`config.mk`:
```
export PLATFORM = sky130hd
export DESIGN_NAME = pc_sequencer
export DESIGN_NICKNAME = d
export VERILOG_FILES = /design/src/rtl/seq_pkg.sv /design/src/rtl/loop_ctrl.sv /design/src/rtl/trap_ctrl.sv /design/src/rtl/irq_ctrl.sv /design/src/rtl/pc_sequencer.sv
export SDC_FILE = /design/constraint.sdc
export NUM_CORES = 1
export LEC_CHECK = 0
export BUFFER_PORTS_ARGS = -buffer_cell sky130_fd_sc_hd__buf_2
export CORE_AREA = 2 2 132 134
export DETAILED_ROUTE_END_ITERATION = 10
export DIE_AREA = 0 0 134 136
export PLACE_DENSITY_LB_ADDON = 0.2
export RECOVER_POWER = 50
export SLEW_MARGIN = 20
export SYNTH_ARGS = -nofsm -noshare
export SYNTH_HDL_FRONTEND = slang
export SYNTH_SLANG_ARGS = --single-unit
```
`constraint.sdc`:
```
create_clock -name clk -period 2.7 [get_ports clk]
set_input_delay 0 -clock clk [delete_from_list [all_inputs] [get_ports clk]]
set_output_delay 0 -clock clk [all_outputs]
set_load 0.05 [all_outputs]
```
`src/rtl/seq_pkg.sv`:
```
`timescale 1ns/1ps
package seq_pkg;
    localparam int PSW_W = 6;

    typedef struct packed {
        logic sm;
        logic ea;
        logic db;
        logic ds;
        logic ie;
        logic rp;
    } psw_t;

    function automatic psw_t debug_entry_psw(psw_t p);
        psw_t r;
        r    = '0;
        r.sm = p.sm;
        r.ds = 1'b1;
        return r;
    endfunction

    function automatic psw_t mark_exception(psw_t p);
        psw_t r;
        r    = p;
        r.ea = 1'b1;
        return r;
    endfunction
endpackage

```
`src/rtl/loop_ctrl.sv`:
```
`timescale 1ns/1ps
module loop_ctrl
    import seq_pkg::*;
#(
    parameter int AW        = 32,
    parameter int CW        = 16,
    parameter int PKT_BYTES = 8
) (
    input  logic [AW-1:0] pc,
    input  logic [CW-1:0] cnt,
    input  logic          rp_pre,
    input  psw_t          psw_exec,
    input  logic          cnt_we,
    input  logic [CW-1:0] cnt_wdata,
    input  logic          br_valid,
    input  logic [AW-1:0] br_target,
    input  logic [AW-1:0] loop_start,
    input  logic [AW-1:0] loop_end,
    output logic [CW-1:0] cnt_after,
    output psw_t          psw_after,
    output logic [AW-1:0] npc,
    output logic          loop_back
);
    localparam logic [AW-1:0] STRIDE = AW'(PKT_BYTES);

    logic          at_end;
    logic          cnt_nz;
    logic          do_dec;
    logic [CW-1:0] cnt_dec;

    always_comb begin
        at_end  = (pc == loop_end);
        cnt_nz  = (cnt != '0);
        do_dec  = at_end && (cnt_nz || rp_pre);
        cnt_dec = do_dec ? cnt - 1'b1 : cnt;
        cnt_after = cnt_we ? cnt_wdata : cnt_dec;

        psw_after = psw_exec;
        if (psw_exec.rp && at_end && (cnt_after == '0))
            psw_after.rp = 1'b0;

        loop_back = psw_exec.rp && cnt_nz && at_end;

        if (br_valid)
            npc = br_target;
        else if (loop_back)
            npc = loop_start;
        else
            npc = pc + STRIDE;
    end
endmodule

```
`src/rtl/trap_ctrl.sv`:
```
`timescale 1ns/1ps
module trap_ctrl
    import seq_pkg::*;
#(
    parameter int              AW      = 32,
    parameter logic [AW-1:0]   DBG_VEC = 'hFFFF_F128
) (
    input  logic [AW-1:0] cia,
    input  logic [AW-1:0] bkpt_addr,
    input  psw_t          psw_in,
    input  logic [AW-1:0] npc,
    output logic          take,
    output logic [AW-1:0] pc_out,
    output psw_t          psw_out,
    output psw_t          saved_psw
);
    always_comb begin
        take      = (cia == bkpt_addr) && psw_in.db;
        saved_psw = mark_exception(psw_in);
        pc_out    = take ? DBG_VEC : npc;
        psw_out   = take ? debug_entry_psw(saved_psw) : psw_in;
    end
endmodule

```
`src/rtl/irq_ctrl.sv`:
```
`timescale 1ns/1ps
module irq_ctrl
    import seq_pkg::*;
#(
    parameter int            AW      = 32,
    parameter logic [AW-1:0] IRQ_VEC = 'hFFFF_F138
) (
    input  logic          irq,
    input  logic          pend,
    input  psw_t          psw_in,
    input  logic [AW-1:0] pc_in,
    output logic          take,
    output logic          pend_next,
    output logic [AW-1:0] pc_out,
    output psw_t          psw_out
);
    logic req;

    always_comb begin
        req       = irq || pend;
        take      = req && psw_in.ie;
        pend_next = req && !psw_in.ie;
        pc_out    = take ? IRQ_VEC : pc_in;
        psw_out   = take ? psw_t'('0) : psw_in;
    end
endmodule

```
`src/rtl/pc_sequencer.sv`:
```
`timescale 1ns/1ps
module pc_sequencer
    import seq_pkg::*;
#(
    parameter int            AW        = 32,
    parameter int            CW        = 16,
    parameter int            PKT_BYTES = 8,
    parameter logic [AW-1:0] DBG_VEC   = 'hFFFF_F128,
    parameter logic [AW-1:0] IRQ_VEC   = 'hFFFF_F138
) (
    input  logic              clk,
    input  logic              rst,
    input  logic              step,
    input  logic              br_valid,
    input  logic [AW-1:0]     br_target,
    input  logic [AW-1:0]     loop_start,
    input  logic [AW-1:0]     loop_end,
    input  logic              cnt_we,
    input  logic [CW-1:0]     cnt_wdata,
    input  logic              psw_we,
    input  logic [PSW_W-1:0]  psw_wdata,
    input  logic [AW-1:0]     bkpt_addr,
    input  logic              irq,
    output logic [AW-1:0]     pc,
    output logic [CW-1:0]     loop_count,
    output logic [PSW_W-1:0]  psw,
    output logic [AW-1:0]     dbg_pc,
    output logic [PSW_W-1:0]  dbg_psw,
    output logic [AW-1:0]     bak_pc,
    output logic [PSW_W-1:0]  bak_psw,
    output logic              stk_bank,
    output logic              irq_pending
);
    logic [AW-1:0] pc_q, dpc_q, bpc_q;
    logic [CW-1:0] cnt_q;
    psw_t          psw_q, dpsw_q, bpsw_q;
    logic          bank_q, pend_q;

    psw_t          psw_exec, psw_loop, psw_trap, trap_saved, psw_s, psw_irq;
    logic [CW-1:0] cnt_loop, cnt_s;
    logic [AW-1:0] npc_loop, pc_trap, pc_s, pc_irq;
    logic          loop_back, trap_hit, dbg_take, irq_take, pend_nxt;

    assign psw_exec = (step && psw_we) ? psw_t'(psw_wdata) : psw_q;

    loop_ctrl #(.AW(AW), .CW(CW), .PKT_BYTES(PKT_BYTES)) u_loop (
        .pc(pc_q), .cnt(cnt_q), .rp_pre(psw_q.rp), .psw_exec(psw_exec),
        .cnt_we(cnt_we), .cnt_wdata(cnt_wdata),
        .br_valid(br_valid), .br_target(br_target),
        .loop_start(loop_start), .loop_end(loop_end),
        .cnt_after(cnt_loop), .psw_after(psw_loop),
        .npc(npc_loop), .loop_back(loop_back)
    );

    trap_ctrl #(.AW(AW), .DBG_VEC(DBG_VEC)) u_trap (
        .cia(pc_q), .bkpt_addr(bkpt_addr), .psw_in(psw_loop), .npc(npc_loop),
        .take(trap_hit), .pc_out(pc_trap), .psw_out(psw_trap),
        .saved_psw(trap_saved)
    );

    always_comb begin
        dbg_take = step && trap_hit;
        pc_s     = step ? pc_trap  : pc_q;
        psw_s    = step ? psw_trap : psw_q;
        cnt_s    = step ? cnt_loop : cnt_q;
    end

    irq_ctrl #(.AW(AW), .IRQ_VEC(IRQ_VEC)) u_irq (
        .irq(irq), .pend(pend_q), .psw_in(psw_s), .pc_in(pc_s),
        .take(irq_take), .pend_next(pend_nxt), .pc_out(pc_irq), .psw_out(psw_irq)
    );

    always_ff @(posedge clk) begin
        if (rst) begin
            pc_q   <= '0;
            cnt_q  <= '0;
            psw_q  <= '0;
            dpc_q  <= '0;
            dpsw_q <= '0;
            bpc_q  <= '0;
            bpsw_q <= '0;
            bank_q <= 1'b0;
            pend_q <= 1'b0;
        end else begin
            pc_q   <= pc_irq;
            cnt_q  <= cnt_s;
            psw_q  <= psw_irq;
            pend_q <= pend_nxt;
            if (dbg_take) begin
                dpc_q  <= npc_loop;
                dpsw_q <= trap_saved;
            end
            if (irq_take) begin
                bpc_q  <= pc_s;
                bpsw_q <= psw_s;
            end
            if (irq_take || (step && psw_we))
                bank_q <= psw_irq.sm;
        end
    end

    assign pc          = pc_q;
    assign loop_count  = cnt_q;
    assign psw         = psw_q;
    assign dbg_pc      = dpc_q;
    assign dbg_psw     = dpsw_q;
    assign bak_pc      = bpc_q;
    assign bak_psw     = bpsw_q;
    assign stk_bank    = bank_q;
    assign irq_pending = pend_q;

    // interrupt entry lands on the vector with a cleared status and bank 0
    p_irq_entry_r9: assert property (@(posedge clk) disable iff (rst)
        irq_take |=> (pc == IRQ_VEC) && (psw == '0) && !stk_bank);

    // debug trap lands on its vector with only DS and SM possibly set
    p_dbg_entry_r7: assert property (@(posedge clk) disable iff (rst)
        (dbg_take && !irq_take) |=> (pc == DBG_VEC) && psw[2] && (psw[4:3] == 2'b00) && (psw[1:0] == 2'b00));

    // an unbranched loop-back goes to the loop start
    p_loop_back_r5: assert property (@(posedge clk) disable iff (rst)
        (step && loop_back && !br_valid && !dbg_take && !irq_take) |=> (pc == $past(loop_start)));

    // idle cycles hold the sequencing state
    p_idle_hold_r12: assert property (@(posedge clk) disable iff (rst)
        (!step && !irq_take) |=> $stable(pc) && $stable(loop_count) && $stable(psw));

    // a held request stays pending until it is delivered
    p_pend_hold_r10: assert property (@(posedge clk) disable iff (rst)
        (pend_q && !irq_take) |=> irq_pending);

    // a taken branch wins unless a trap follows
    p_branch_r3: assert property (@(posedge clk) disable iff (rst)
        (step && br_valid && !dbg_take && !irq_take) |=> (pc == $past(br_target)));
endmodule

```
======== Word-level counts from Yosys, hierarchy flattened ========
Cells that the tools add are included.
word-level totals
  output and inout bits ................... 132
  input port bits ......................... 157
  word-level logic and storage cells ...... 58
  register bits ........................... 132
cells by class
  equal/unequal tests ..................... 2
  $add $sub $neg .......................... 2
  multiplexer cells ....................... 12
  reduce and logical (&&, ||, !) cells .... 17
operators with widths
  operator                                                              count
  32-bit 2-to-1 mux                                                     5
  32-bit == test                                                        2
  32-bit by 4-bit adder with 32-bit output, second input constant       1
  16-bit 2-to-1 mux                                                     2
  6-bit 2-to-1 mux                                                      3
  16-bit zero test                                                      1
  16-bit nonzero test                                                   1
  16-bit by 1-bit subtractor with 16-bit output, second input constant  1
  1-bit logical AND                                                     10
  5-bit 2-to-1 mux                                                      1
  1-bit logical OR                                                      3
  2-bit OR reduction                                                    1
  1-bit zero test                                                       1
  1-bit 2-to-1 mux                                                      1

======== Longest topological paths before layout ========
Gate-level depths: netlist of the first run.
  depth after elaboration ................. 12
  mapped depth ............................ 13

======== By module ========
From an unflattened synthesis of the first run, not the netlist that was laid out.
second synthesis, totals
  cell total of the unflattened synthesis .. 1004
  area total of the unflattened synthesis .. 8951.1 µm²
modules (own cells, without submodules)
  module        cells each  seq. area each (µm²)  times used  area an instance (µm²)
  pc_sequencer  487         2642.5                1           5474.0
  loop_ctrl     368         0.0                   1           2366.0
  trap_ctrl     103         0.0                   1           832.0
  irq_ctrl      46          0.0                   1           279.0

======== Least setup slack after synthesis of the first run ========
Ideal clock, no wire load.
  path kind ............................... reg-to-reg
  from .................................... register pc_q[24], in the netlist pc[24]
  to ...................................... register bpsw_q, in the netlist bak_psw[0]
  clock period less this slack ............ 2.981 ns
  library setup time ...................... 0.117 ns
  arrival time ............................ 2.864 ns
  slack ................................... -0.281 ns
  buffers on the path ..................... 2
  stages on the path, launching flop included .. 12
  data required time ...................... 2.583 ns
  cells stage by stage .................... dfxtp_1 clkbuf_1 xor2_1 nor4_2 and4_1 buf_2 nand2_4 o311a_1 a211o_1 o41ai_2 nand3_1 a22o_1
on the way
  longest elaborated chain between the ends .. 9
  elaborated cells on any way between the ends .. 13
  classes of those cells .................. 2 x eq/ne; 5 x mux; 6 x reduce/logical
ends and longest elaborated chain
  item                      line                RTL
  start: declaration        pc_sequencer.sv:34  logic [AW-1:0] pc_q, dpc_q, bpc_q;
  start signal: assignment  pc_sequencer.sv:85  pc_q <= pc_irq;
  32-bit == test            loop_ctrl.sv:32     at_end = (pc == loop_end);
  1-bit logical AND         loop_ctrl.sv:34     do_dec = at_end && (cnt_nz || rp_pre);
  16-bit 2-to-1 mux         loop_ctrl.sv:35     cnt_dec = do_dec ? cnt - 1'b1 : cnt;
  16-bit 2-to-1 mux         loop_ctrl.sv:36     cnt_after = cnt_we ? cnt_wdata : cnt_dec;
  16-bit zero test          loop_ctrl.sv:39     if (psw_exec.rp && at_end && (cnt_after == '0))
  1-bit logical AND         loop_ctrl.sv:39
  1-bit 2-to-1 mux          loop_ctrl.sv:39
  5-bit 2-to-1 mux *        trap_ctrl.sv:21     psw_out = take ? debug_entry_psw(saved_psw) : psw_in;
  6-bit 2-to-1 mux *        pc_sequencer.sv:64  psw_s = step ? psw_trap : psw_q;
  end signal: assignment    pc_sequencer.sv:95  bpsw_q <= psw_s;
  end: declaration          pc_sequencer.sv:36  psw_t psw_q, dpsw_q, bpsw_q;
Every way passes the cells marked *; elsewhere a longest branch is shown, timed or not.
A chain may end at the register's enable or synchronous reset.

======== Worst setup path after layout of the first run ========
  from .................................... register pc_q[18], in the netlist pc[18]
  to ...................................... register bpc_q[25], in the netlist bak_pc[25]
on the way
  longest elaborated chain between the ends .. 6
  elaborated cells on any way between the ends .. 12
  classes of those cells .................. 1 x add/sub; 2 x eq/ne; 6 x mux; 3 x reduce/logical
ends and longest elaborated chain
  item                                                                              line                RTL
  branches (longest 6 deep; another with 32-bit by 4-bit adder with 32-bit output)  -
  end signal: assignment                                                            pc_sequencer.sv:94  bpc_q <= pc_s;
  end: declaration                                                                  pc_sequencer.sv:34
Several ways; the timed one is not identified.

==> results of run 1 <==
==> cell families (layout without fill, tap and decap cells) <==
group | after synthesis | count (layout) | synth area share [%]
AOI/OAI and AO/OA | 202 | 202 | 18.4
xor gates and xnor gates | 93 | 93 | 10.9
adders and majority gates | 2 | 2 | 0.335
buffers and inverters | 97 | 524 | 6.09
DFF | 132 | 132 | 35.3
muxes | 38 | 38 | 5.12
other | 0 | 2 | 0
and+or+nand+nor | 360 | 360 | 23.8
==> layout by cell type (no fill, tap or decap), drive strengths merged, types with 4 or more instances in the layout <==
cell type and count:
or3 5, and2 7, a21oi 32, mux2i 36, a211oi 12, o22ai 10, dfxtp 132, nor3 38
nand2 94, xnor2 44, xor2 49, nor2 113, a22oi 12, clkbuf 123, o21a 4, buf 355
and3 11, o2bb2ai 15, clkinv 6, nor4 25, a311oi 4, inv 14, nand3 32, nand4 16
o221ai 17, o21ai 64, bufinv 4, dlygate4sd3 21
==> registers in the layout, indices dropped and copies added (netlist names) <==
name,cells
stk_bank,1
irq_pending,1
bak_pc,32
pc,32
dbg_psw,6
dbg_pc,32
loop_count,16
psw,6
bak_psw,6
==> worst min-delay path: cells and delay by family <==
kind	cells	cell delay [ps]
AND/OR/NAND/NOR	3	210
buffers and inverters	1	100
AO/OA/AOI/OAI	1	70
==> where the power goes <==
group	switching, W	total (W)	leakage [nW]	internal [W]
Clock	0.000924	0.00257	0.319	0.00165
Combinational	0.00105	0.00169	3.73	0.000639
Sequential	0.0000755	0.00211	1.10	0.00203
==> layer usage <==
metal	vias to the layer above	global-route usage, %
met2	593	53.6
li1	4128	-
met1	4220	45.7
met4	0	15.2
met5	-	0
met3	107	7.83
==> area by class of cell <==
cell class | instances | area share [%]
Clock buffer | 20 | 4.06
Tap cell | 225 | 2.39
Sequential cell | 132 | 23.3
Timing Repair Buffer | 479 | 26.1
Clock inverter | 12 | 1.47
Antenna cell | 2 | 0.0425
Multi-Input combinational cell | 695 | 42.2
Inverter | 13 | 0.414
==> repair_timing <==
action / in CTS / in global routing
gates resized for setup: 42 / 98
hold endpoints to repair: 26 / 0
hold buffers: 22 / 0
cloned: 1 / 4
setup buffers: 1 / 16
pin swaps: 10 / 32
endpoints found under the setup margin: 111 / 94
==> per-stage QoR <==
stage / utilization [%] / setup slack (ps) / area (um2)
6_report: 69.8 / -115 / 11800
5_1_grt: 69.8 / -214 / 11800
4_1_cts: 66.7 / -108 / 11200
3_5_place_dp: 60.1 / -265 / 10100
3_3_place_gp: 60.1 / -252 / 10100
2_1_floorplan: - / -42.5 / 7650
==> how the worst max path moves through the flow <==
| stage | from | end | slack [ps] | cells after the start |
|---|---|---|---|---|
| 2_1_floorplan | loop_count[0]$_SDFFE_PP0P_ | bak_psw[0]$_SDFFE_PP0P_ | -40 | 11 |
| 3_3_place_gp | pc[22]$_SDFF_PP0_ | bak_pc[14]$_SDFFE_PP0P_ | -250 | 10 |
| 3_5_place_dp | pc[22]$_SDFF_PP0_ | bak_pc[14]$_SDFFE_PP0P_ | -260 | 10 |
| 4_1_cts | pc[11]$_SDFF_PP0_ | bak_psw[0]$_SDFFE_PP0P_ | -110 | 12 |
| 5_1_grt | pc[29]$_SDFF_PP0_ | bak_psw[0]$_SDFFE_PP0P_ | -210 | 10 |
| 6_report | pc[18]$_SDFF_PP0_ | bak_pc[25]$_SDFFE_PP0P_ | -110 | 12 |
==> impl_results.html, run 1 <==
<table>
<tr><th>Metric</th><th>Value</th></tr>
<tr><th colspan="2">Run status</th></tr>
<tr><td>Result of the run</td><td>complete, but fails checks</td></tr>
<tr><td>Violations in the final reports</td><td>negative setup slack</td></tr>
<tr><th colspan="2">Logic synthesis</th></tr>
<tr><td>Number of enable-type register cells in the synthesized netlist</td><td>0</td></tr>
<tr><td>Share of flip-flops with an asynchronous set or reset</td><td>0%</td></tr>
<tr><td>Synth top area share</td><td>about 35%</td></tr>
<tr><td>Number of cells produced by synthesis</td><td>between 900 and 1000</td></tr>
<tr><td>Synth unique cells</td><td>approximately 70</td></tr>
<tr><td>Synthesis-stage register bit count</td><td>132</td></tr>
<tr><td>Top post-synthesis cells by area</td><td>dfxtp_1 (35%), xor2_1 (5.7%), nor2_1 (5.6%)</td></tr>
<tr><td>Most numerous cell in the Yosys netlist</td><td>dfxtp_1</td></tr>
<tr><td>Mean cell area of the mapped netlist</td><td>between 8 and 9 um2</td></tr>
<tr><td>Summed instance area of the synthesized netlist</td><td>7480 um2</td></tr>
<tr><td>Most numerous cell types in the synthesized netlist</td><td>dfxtp_1 (132), nor2_1 (112), nand2_1 (92)</td></tr>
<tr><td>Part of the Yosys area used for sequential elements</td><td>between 30% and 40%</td></tr>
<tr><td>Warnings, synthesis</td><td>0</td></tr>
<tr><td>Top cell type by total area after synthesis</td><td>dfxtp_1</td></tr>
<tr><td>Syn nets</td><td>approximately 1100</td></tr>
<tr><td>Synth Flop Type</td><td>dfxtp_1</td></tr>
<tr><th colspan="2">STA</th></tr>
<tr><td>Post-Route Setup TNS</td><td>-782 ps</td></tr>
<tr><td>Share of the cycle needed by the critical path after routing</td><td>104%</td></tr>
<tr><td>Worst path setup slack after routing</td><td>-115 ps</td></tr>
<tr><td>Final setup violating endpoints</td><td>21</td></tr>
<tr><td>Final critical path time including I/O delays and setup</td><td>between 2000 and 3000 ps</td></tr>
<tr><td>Final number of max-transition violations</td><td>0</td></tr>
<tr><td>Unrepaired setup endpoints after global routing</td><td>yes</td></tr>
<tr><td>Worst hold-check slack</td><td>roughly 4.4 ps</td></tr>
<tr><td>Upper clock frequency limit</td><td>between 0.3 and 0.4 GHz</td></tr>
<tr><td>Hold violation total from the final report</td><td>0</td></tr>
<tr><td>Worst rel slew slack</td><td>between 20% and 30%</td></tr>
<tr><td>Least-Margin Pin Slew</td><td>roughly 1100 ps</td></tr>
<tr><td>Final clock skew</td><td>between 10 and 15 ps</td></tr>
<tr><th colspan="2">Critical path</th></tr>
<tr><td>Reg-to-Reg Start</td><td>pc[18]$_SDFF_PP0_</td></tr>
<tr><td>Arrival @ worst endpoint</td><td>~3200 ps</td></tr>
<tr><td>Required arrival time at the worst endpoint</td><td>3050 ps</td></tr>
<tr><td>Family with the most delay on the worst path</td><td>simple AND/OR/NAND/NOR gates</td></tr>
<tr><td>Worst reg2reg path endpoint</td><td>bak_pc[25]$_SDFFE_PP0P_</td></tr>
<tr><td>Crit-path cells</td><td>xor2_1 -&gt; nor4_1 -&gt; buf_4 -&gt; and4_4 -&gt; nand2_4 -&gt; or3_4 -&gt; buf_12 -&gt; buf_4 -&gt; mux2i_1 -&gt; o21ai_2 -&gt; o221ai_2 -&gt; o21ai_1</td></tr>
<tr><td>Worst r2r path cells</td><td>12</td></tr>
<tr><td>Critical Path Fanout Max</td><td>17</td></tr>
<tr><td>Worst Setup Path Type</td><td>reg2reg</td></tr>
<tr><td>Flop2flop setup slack</td><td>-110 ps</td></tr>
<tr><td>Slowest CP cell</td><td>or3_4</td></tr>
<tr><td>Element type at the critical path end</td><td>flop</td></tr>
<tr><td>Launching element type of the critical path</td><td>flop</td></tr>
<tr><td>Number of buffer and inverter stages on the critical path</td><td>3</td></tr>
<tr><td>Maximum single-stage delay on the critical path</td><td>400 ps</td></tr>
<tr><td>Critical Path Most Common Cell</td><td>buf_4</td></tr>
<tr><th colspan="2">Die</th></tr>
<tr><td>Area of the core</td><td>~17000 um2</td></tr>
<tr><td>Die height</td><td>about 140 um</td></tr>
<tr><td>Boundary pin count</td><td>289</td></tr>
<tr><td>Die area</td><td>18200 um2</td></tr>
<tr><td>FP Rows</td><td>48</td></tr>
<tr><td>Die Width</td><td>between 100 and 150 um</td></tr>
<tr><td>Effective utilization at floorplan</td><td>about 44%</td></tr>
<tr><th colspan="2">Power</th></tr>
<tr><td>Power consumption</td><td>about 0.0064 W</td></tr>
<tr><td>Pwr dens</td><td>540 nW/um2</td></tr>
<tr><td>Leakage</td><td>slightly above 5 nW</td></tr>
<tr><td>Max IR drop VDD</td><td>0.000460 V</td></tr>
<tr><th colspan="2">GRT</th></tr>
<tr><td>Global-route wire length before repair</td><td>47500 um</td></tr>
<tr><td>Antenna violations before repair</td><td>2</td></tr>
<tr><td>Vias in the first global route</td><td>8377</td></tr>
<tr><td>Maximum number of pins on one net before global-route repair</td><td>60</td></tr>
<tr><td>Total routing resource utilization after global routing</td><td>between 30% and 40%</td></tr>
<tr><td>Total global routing overflow</td><td>0</td></tr>
<tr><th colspan="2">Clocking</th></tr>
<tr><td>CTS tree</td><td>yes</td></tr>
<tr><td>Buffer cell driving the clock tree root</td><td>clkbuf_16</td></tr>
<tr><td># clock sinks</td><td>approximately 130</td></tr>
<tr><td>CTS H-tree depth</td><td>4</td></tr>
<tr><td>Longest Clk Path Bufs</td><td>2</td></tr>
<tr><td>Total CTS buffers</td><td>17</td></tr>
<tr><td>Insertion delay of the later-clocked pin in the worst-skew pair</td><td>around 420 ps</td></tr>
<tr><td>Clock-pin slew on the worst setup and hold paths</td><td>approximately 60 ps</td></tr>
<tr><th colspan="2">Detailed routing</th></tr>
<tr><td>Routed met2 length</td><td>between 15000 and 20000 um</td></tr>
<tr><td>Number of search-and-repair iterations in the first detailed-routing pass</td><td>7</td></tr>
<tr><td>Uppermost signal routing layer after detailed routing</td><td>met4</td></tr>
<tr><td>Count of nets left with antenna violations after detail routing</td><td>0</td></tr>
<tr><td>Wire length after detailed routing</td><td>around 34000 um</td></tr>
<tr><td>Routed vias</td><td>9048</td></tr>
<tr><td>Average via count per standard cell</td><td>5.73</td></tr>
<tr><td>Drt wl/cell</td><td>21.4 um</td></tr>
<tr><td>Routed met1 length</td><td>approximately 14000 um</td></tr>
<tr><td>Drt first-iter violations</td><td>910</td></tr>
<tr><td>Met3 layer wire length in the routed design</td><td>3510 um</td></tr>
<tr><td>Post-detailed-route DRC marker count</td><td>0</td></tr>
<tr><th colspan="2">Placement</th></tr>
<tr><td>Number of input and output port buffers inserted</td><td>about 290</td></tr>
<tr><td>GPL Wtd Cong</td><td>0.991</td></tr>
<tr><td>Instance count after placement with tap cells included</td><td>approximately 1500</td></tr>
<tr><td>DPL Wire Length</td><td>between 20000 and 25000 um</td></tr>
<tr><th colspan="2">Min path</th></tr>
<tr><td>Startpoint of the most critical hold path</td><td>br_target[14]</td></tr>
<tr><td>Worst hold path depth</td><td>5</td></tr>
<tr><td>Sink of the worst hold path</td><td>dbg_pc[14]$_SDFFE_PP0P_</td></tr>
<tr><td>Hold/Removal Path Class</td><td>in2reg</td></tr>
<tr><th colspan="2">Final layout</th></tr>
<tr><td>Multi-input gate area in the final layout</td><td>4980 um2</td></tr>
<tr><td>Combined flip-flop and latch cell area</td><td>between 2000 and 3000 um2</td></tr>
<tr><td>Fraction of final layout cells with drive strength greater than 1</td><td>between 40% and 50%</td></tr>
<tr><td>Number of fill cells</td><td>1414</td></tr>
<tr><td>Post-route insts no fill</td><td>1578</td></tr>
<tr><td>Layout Area Growth over Synthesis</td><td>57.6%</td></tr>
<tr><td>Net count reported at finish</td><td>around 1500</td></tr>
<tr><th colspan="2">Run</th></tr>
<tr><td>Max-Cap Viols</td><td>0</td></tr>
</table>
No activity file was read; power rests on OpenSTA's default activity.
==> inputs of run 2 (changes only) <==
Settings changed: CTS_BUF_LIST set to sky130_fd_sc_hd__clkbuf_16, SETUP_SLACK_MARGIN set to 0.5.
==> impl_results.html, run 2 (synthesized netlist as in run 1, its figures left out) <==
<table>
<tr><th>Metric</th><th>Value</th></tr>
<tr><th colspan="2">STA</th></tr>
<tr><td>Final setup violating endpoints</td><td>111 (was 21)</td></tr>
<tr><td>Least-Margin Pin Slew</td><td>1270 ps (was 1080 ps)</td></tr>
<tr><td>Worst hold-check slack</td><td>-21.3 ps (was 4.39 ps)</td></tr>
<tr><td>Upper clock frequency limit</td><td>0.338 GHz (was 0.355 GHz)</td></tr>
<tr><td>Worst path setup slack after routing</td><td>-261 ps (was -115 ps)</td></tr>
<tr><td>Worst rel slew slack</td><td>14.9% (was 27.7%)</td></tr>
<tr><td>Hold violation total from the final report</td><td>4 (was 0)</td></tr>
<tr><td>Share of the cycle needed by the critical path after routing</td><td>110% (was 104%)</td></tr>
<tr><td>Post-Route Setup TNS</td><td>-16260 ps (was -782 ps)</td></tr>
<tr><td>Final number of max-transition violations</td><td>0 (unchanged)</td></tr>
<tr><td>Final critical path time including I/O delays and setup</td><td>2960 ps (was 2810 ps)</td></tr>
<tr><td>Unrepaired setup endpoints after global routing</td><td>yes (unchanged)</td></tr>
<tr><td>Final clock skew</td><td>13.0 ps (was 12.6 ps)</td></tr>
<tr><th colspan="2">Detailed routing</th></tr>
<tr><td>Drt wl/cell</td><td>23.6 um (was 21.4 um)</td></tr>
<tr><td>Post-detailed-route DRC marker count</td><td>0 (unchanged)</td></tr>
<tr><td>Wire length after detailed routing</td><td>37900 um (was 33700 um)</td></tr>
<tr><td>Average via count per standard cell</td><td>6.07 (was 5.73)</td></tr>
<tr><td>Number of search-and-repair iterations in the first detailed-routing pass</td><td>5 (was 7)</td></tr>
<tr><td>Routed vias</td><td>9753 (was 9048)</td></tr>
<tr><td>Count of nets left with antenna violations after detail routing</td><td>0 (unchanged)</td></tr>
<tr><td>Drt first-iter violations</td><td>1033 (was 910)</td></tr>
<tr><th colspan="2">GRT</th></tr>
<tr><td>Total routing resource utilization after global routing</td><td>37.0% (was 34.4%)</td></tr>
<tr><td>Maximum number of pins on one net before global-route repair</td><td>77 (was 60)</td></tr>
<tr><td>Total global routing overflow</td><td>0 (unchanged)</td></tr>
<tr><td>Global-route wire length before repair</td><td>50800 um (was 47500 um)</td></tr>
<tr><td>Antenna violations before repair</td><td>1 (was 2)</td></tr>
<tr><td>Vias in the first global route</td><td>8776 (was 8377)</td></tr>
<tr><th colspan="2">Final layout</th></tr>
<tr><td>Number of fill cells</td><td>1069 (was 1414)</td></tr>
<tr><td>Utilization of the core after routing</td><td>79.7% (was 69.8%)</td></tr>
<tr><td>Most used cells in the layout excluding fill and tap cells</td><td>buf_2 (210), buf_4 (109), dfxtp_1 (88), clkbuf_1 (78), nor2_1 (71) (was buf_2 (188), buf_4 (139), nor2_1 (103), clkbuf_1 (100), dfxtp_1 (94))</td></tr>
<tr><td>Post-route insts no fill</td><td>1607 (was 1578)</td></tr>
<tr><td>Fraction of final layout cells with drive strength greater than 1</td><td>55.2% (was 40.3%)</td></tr>
<tr><td>Summed area of non-filler cells in the final layout</td><td>13500 um2 (was 11800 um2)</td></tr>
<tr><td>Layout Area Growth over Synthesis</td><td>80.0% (was 57.6%)</td></tr>
<tr><td>Net count reported at finish</td><td>1527 (was 1497)</td></tr>
<tr><td>Most common library cell in the layout ignoring fill and taps</td><td>buf_2 (unchanged)</td></tr>
<tr><th colspan="2">Clocking</th></tr>
<tr><td>Clock-pin slew on the worst setup and hold paths</td><td>60 ps (about the same)</td></tr>
<tr><td>Insertion delay of the later-clocked pin in the worst-skew pair</td><td>440 ps (was 420 ps)</td></tr>
<tr><td>CTS tree</td><td>yes (unchanged)</td></tr>
<tr><td>Buffer cell driving the clock tree root</td><td>clkbuf_16 (unchanged)</td></tr>
<tr><td>CTS H-tree depth</td><td>4 (unchanged)</td></tr>
<tr><td># clock sinks</td><td>132 (unchanged)</td></tr>
<tr><td>Longest Clk Path Bufs</td><td>2 (unchanged)</td></tr>
<tr><td>Total CTS buffers</td><td>17 (unchanged)</td></tr>
<tr><th colspan="2">Die</th></tr>
<tr><td>Die height</td><td>136 um (unchanged)</td></tr>
<tr><td>FP Rows</td><td>48 (unchanged)</td></tr>
<tr><td>Effective utilization at floorplan</td><td>44.3% (unchanged)</td></tr>
<tr><td>Boundary pin count</td><td>289 (unchanged)</td></tr>
<tr><td>Area of the core</td><td>16900 um2 (unchanged)</td></tr>
<tr><td>Die Width</td><td>134 um (unchanged)</td></tr>
<tr><td>Die area</td><td>18200 um2 (unchanged)</td></tr>
<tr><th colspan="2">Power</th></tr>
<tr><td>Leakage</td><td>5.74 nW (was 5.15 nW)</td></tr>
<tr><td>Max IR drop VDD</td><td>0.000461 V (was 0.000460 V)</td></tr>
<tr><td>Pwr dens</td><td>473 nW/um2 (was 540 nW/um2)</td></tr>
<tr><th colspan="2">Critical path</th></tr>
<tr><td>Family with the most delay on the worst path</td><td>simple AND/OR/NAND/NOR gates (unchanged)</td></tr>
<tr><td>Maximum single-stage delay on the critical path</td><td>410 ps (was 400 ps)</td></tr>
<tr><td>Critical Path Fanout Max</td><td>8 (was 17)</td></tr>
<tr><td>Worst Setup Path Type</td><td>reg2reg (unchanged)</td></tr>
<tr><td>Required arrival time at the worst endpoint</td><td>2960 ps (was 3050 ps)</td></tr>
<tr><td>Element type at the critical path end</td><td>flop (unchanged)</td></tr>
<tr><td>Number of buffer and inverter stages on the critical path</td><td>6 (was 3)</td></tr>
<tr><td>Slowest CP cell</td><td>nor4_4 (was or3_4)</td></tr>
<tr><td>Critical Path Most Common Cell</td><td>buf_6 (was buf_4)</td></tr>
<tr><td>Crit-path cells</td><td>buf_6 -&gt; xnor2_1 -&gt; nand4_1 -&gt; nor4_4 -&gt; buf_4 -&gt; and3_4 -&gt; o21ai_2 -&gt; a32oi_2 -&gt; buf_4 -&gt; or3_4 -&gt; buf_6 -&gt; buf_6 -&gt; buf_12 -&gt; a31oi_1 (was xor2_1 -&gt; nor4_1 -&gt; buf_4 -&gt; and4_4 -&gt; nand2_4 -&gt; or3_4 -&gt; buf_12 -&gt; buf_4 -&gt; mux2i_1 -&gt; o21ai_2 -&gt; o221ai_2 -&gt; o21ai_1)</td></tr>
<tr><td>Launching element type of the critical path</td><td>flop (unchanged)</td></tr>
<tr><td>Arrival @ worst endpoint</td><td>3220 ps (was 3160 ps)</td></tr>
<tr><th colspan="2">Placement</th></tr>
<tr><td>DPL Wire Length</td><td>23500 um (was 24600 um)</td></tr>
<tr><td>Instance count after placement with tap cells included</td><td>1486 (was 1501)</td></tr>
<tr><td>Standard cell area after detailed placement</td><td>10200 um2 (was 10100 um2)</td></tr>
<tr><td>Number of input and output port buffers inserted</td><td>288 (unchanged)</td></tr>
<tr><td>GPL Wtd Cong</td><td>0.898 (was 0.991)</td></tr>
<tr><th colspan="2">Run</th></tr>
<tr><td>Max-Cap Viols</td><td>0 (unchanged)</td></tr>
<tr><th colspan="2">Min path</th></tr>
<tr><td>Hold/Removal Path Class</td><td>in2reg (unchanged)</td></tr>
<tr><th colspan="2">Run status</th></tr>
<tr><td>Result of the run</td><td>complete, but fails checks (unchanged)</td></tr>
<tr><td>Violations in the final reports</td><td>negative hold slack, negative setup slack (was negative setup slack)</td></tr>
</table>
==> run 2: cell types whose count changed in the layout (fill, tap and decap cells not counted), sizes merged <==
| cell | delta |
|---|---|
| bufbuf | +1 |
| bufinv | -3 |
| diode | -1 |
| buf | +50 |
| clkinvlp | +1 |
| inv | +5 |
| nand2 | +1 |
| clkbuf | -25 |
==> run 2: where the power goes <==
| part | total (W) | switching, W | internal, W | leakage [nW] |
|---|---|---|---|---|
| sequential | 0.00212 | 0.0000893 | 0.00203 | 1.10 |
| combinational | 0.00199 | 0.00121 | 0.000779 | 4.36 |
| clock | 0.00225 | 0.000977 | 0.00127 | 0.274 |
| total | 0.00636 | 0.00228 | 0.00408 | 5.74 |
==> run 2: area by class of cell <==
cell class / instances / area [um2] / area share (%)
clock buffer: 17 / 425 / 3.16
clock inverter: 15 / 129 / 0.958
timing repair buffer: 508 / 3810 / 28.3
multi-input combinational: 696 / 5990 / 44.5
tap: 225 / 282 / 2.09
inverter: 13 / 53.8 / 0.400
sequential: 132 / 2770 / 20.5
antenna: 1 / 2.50 / 0.0186
==> run 2: final timing paths <==
kind / startpoint / to / slack [ps] / depth (start not counted)
worst max register to register: pc[22]$_SDFF_PP0_ / pc[28]$_SDFF_PP0_ / -260 / 14
worst min register to register: bak_psw[2]$_SDFFE_PP0P_ / bak_psw[2]$_SDFFE_PP0P_ / 460 / 1
worst min-delay path: cnt_wdata[6] / loop_count[6]$_SDFFE_PP0P_ / -20 / 3
worst max-delay path: pc[22]$_SDFF_PP0_ / pc[28]$_SDFF_PP0_ / -260 / 14
==> run 2: repair_timing <==
| item | 4_1_cts | 5_1_grt |
|---|---|---|
| setup endpoints to repair | 130 | 132 |
| resized for setup | 193 | 199 |
| buffers inserted | 27 | 25 |
| hold buffers | 21 | 0 |
| pin swaps | 69 | 92 |
| gates cloned | 11 | 4 |
| endpoints found under the hold margin | 25 | 0 |
==> run 2: per-layer routing <==
layer  part of all wire, %  vias to the layer above  wire length, um  GRT usage [%]
met5                     0                        -                0              0
met4                   6.4                        0             2420           19.9
met3                    11                      216             4220           8.28
met2                    45                      730            17100           57.2
met1                    37                     4590            14200           48.2
li1                      -                     4217                -              -
==> run 2: worst min-delay path: stages <==
cell and delay, ps:
buf_2 110, a221oi_2 70, a211oi_1 180
==> run 2: stage by stage <==
stage / hold WS, ps / setup slack [ps] / power, W
after detailed placement: 298 / -290 / 0.00363
after CTS: 0.121 / -141 / 0.00607
after floorplan: 159 / -2.44 / 0.00309
final: -21.3 / -261 / 0.00636
after global placement: 292 / -312 / 0.00362
after global routing: 4.40 / -320 / 0.00653
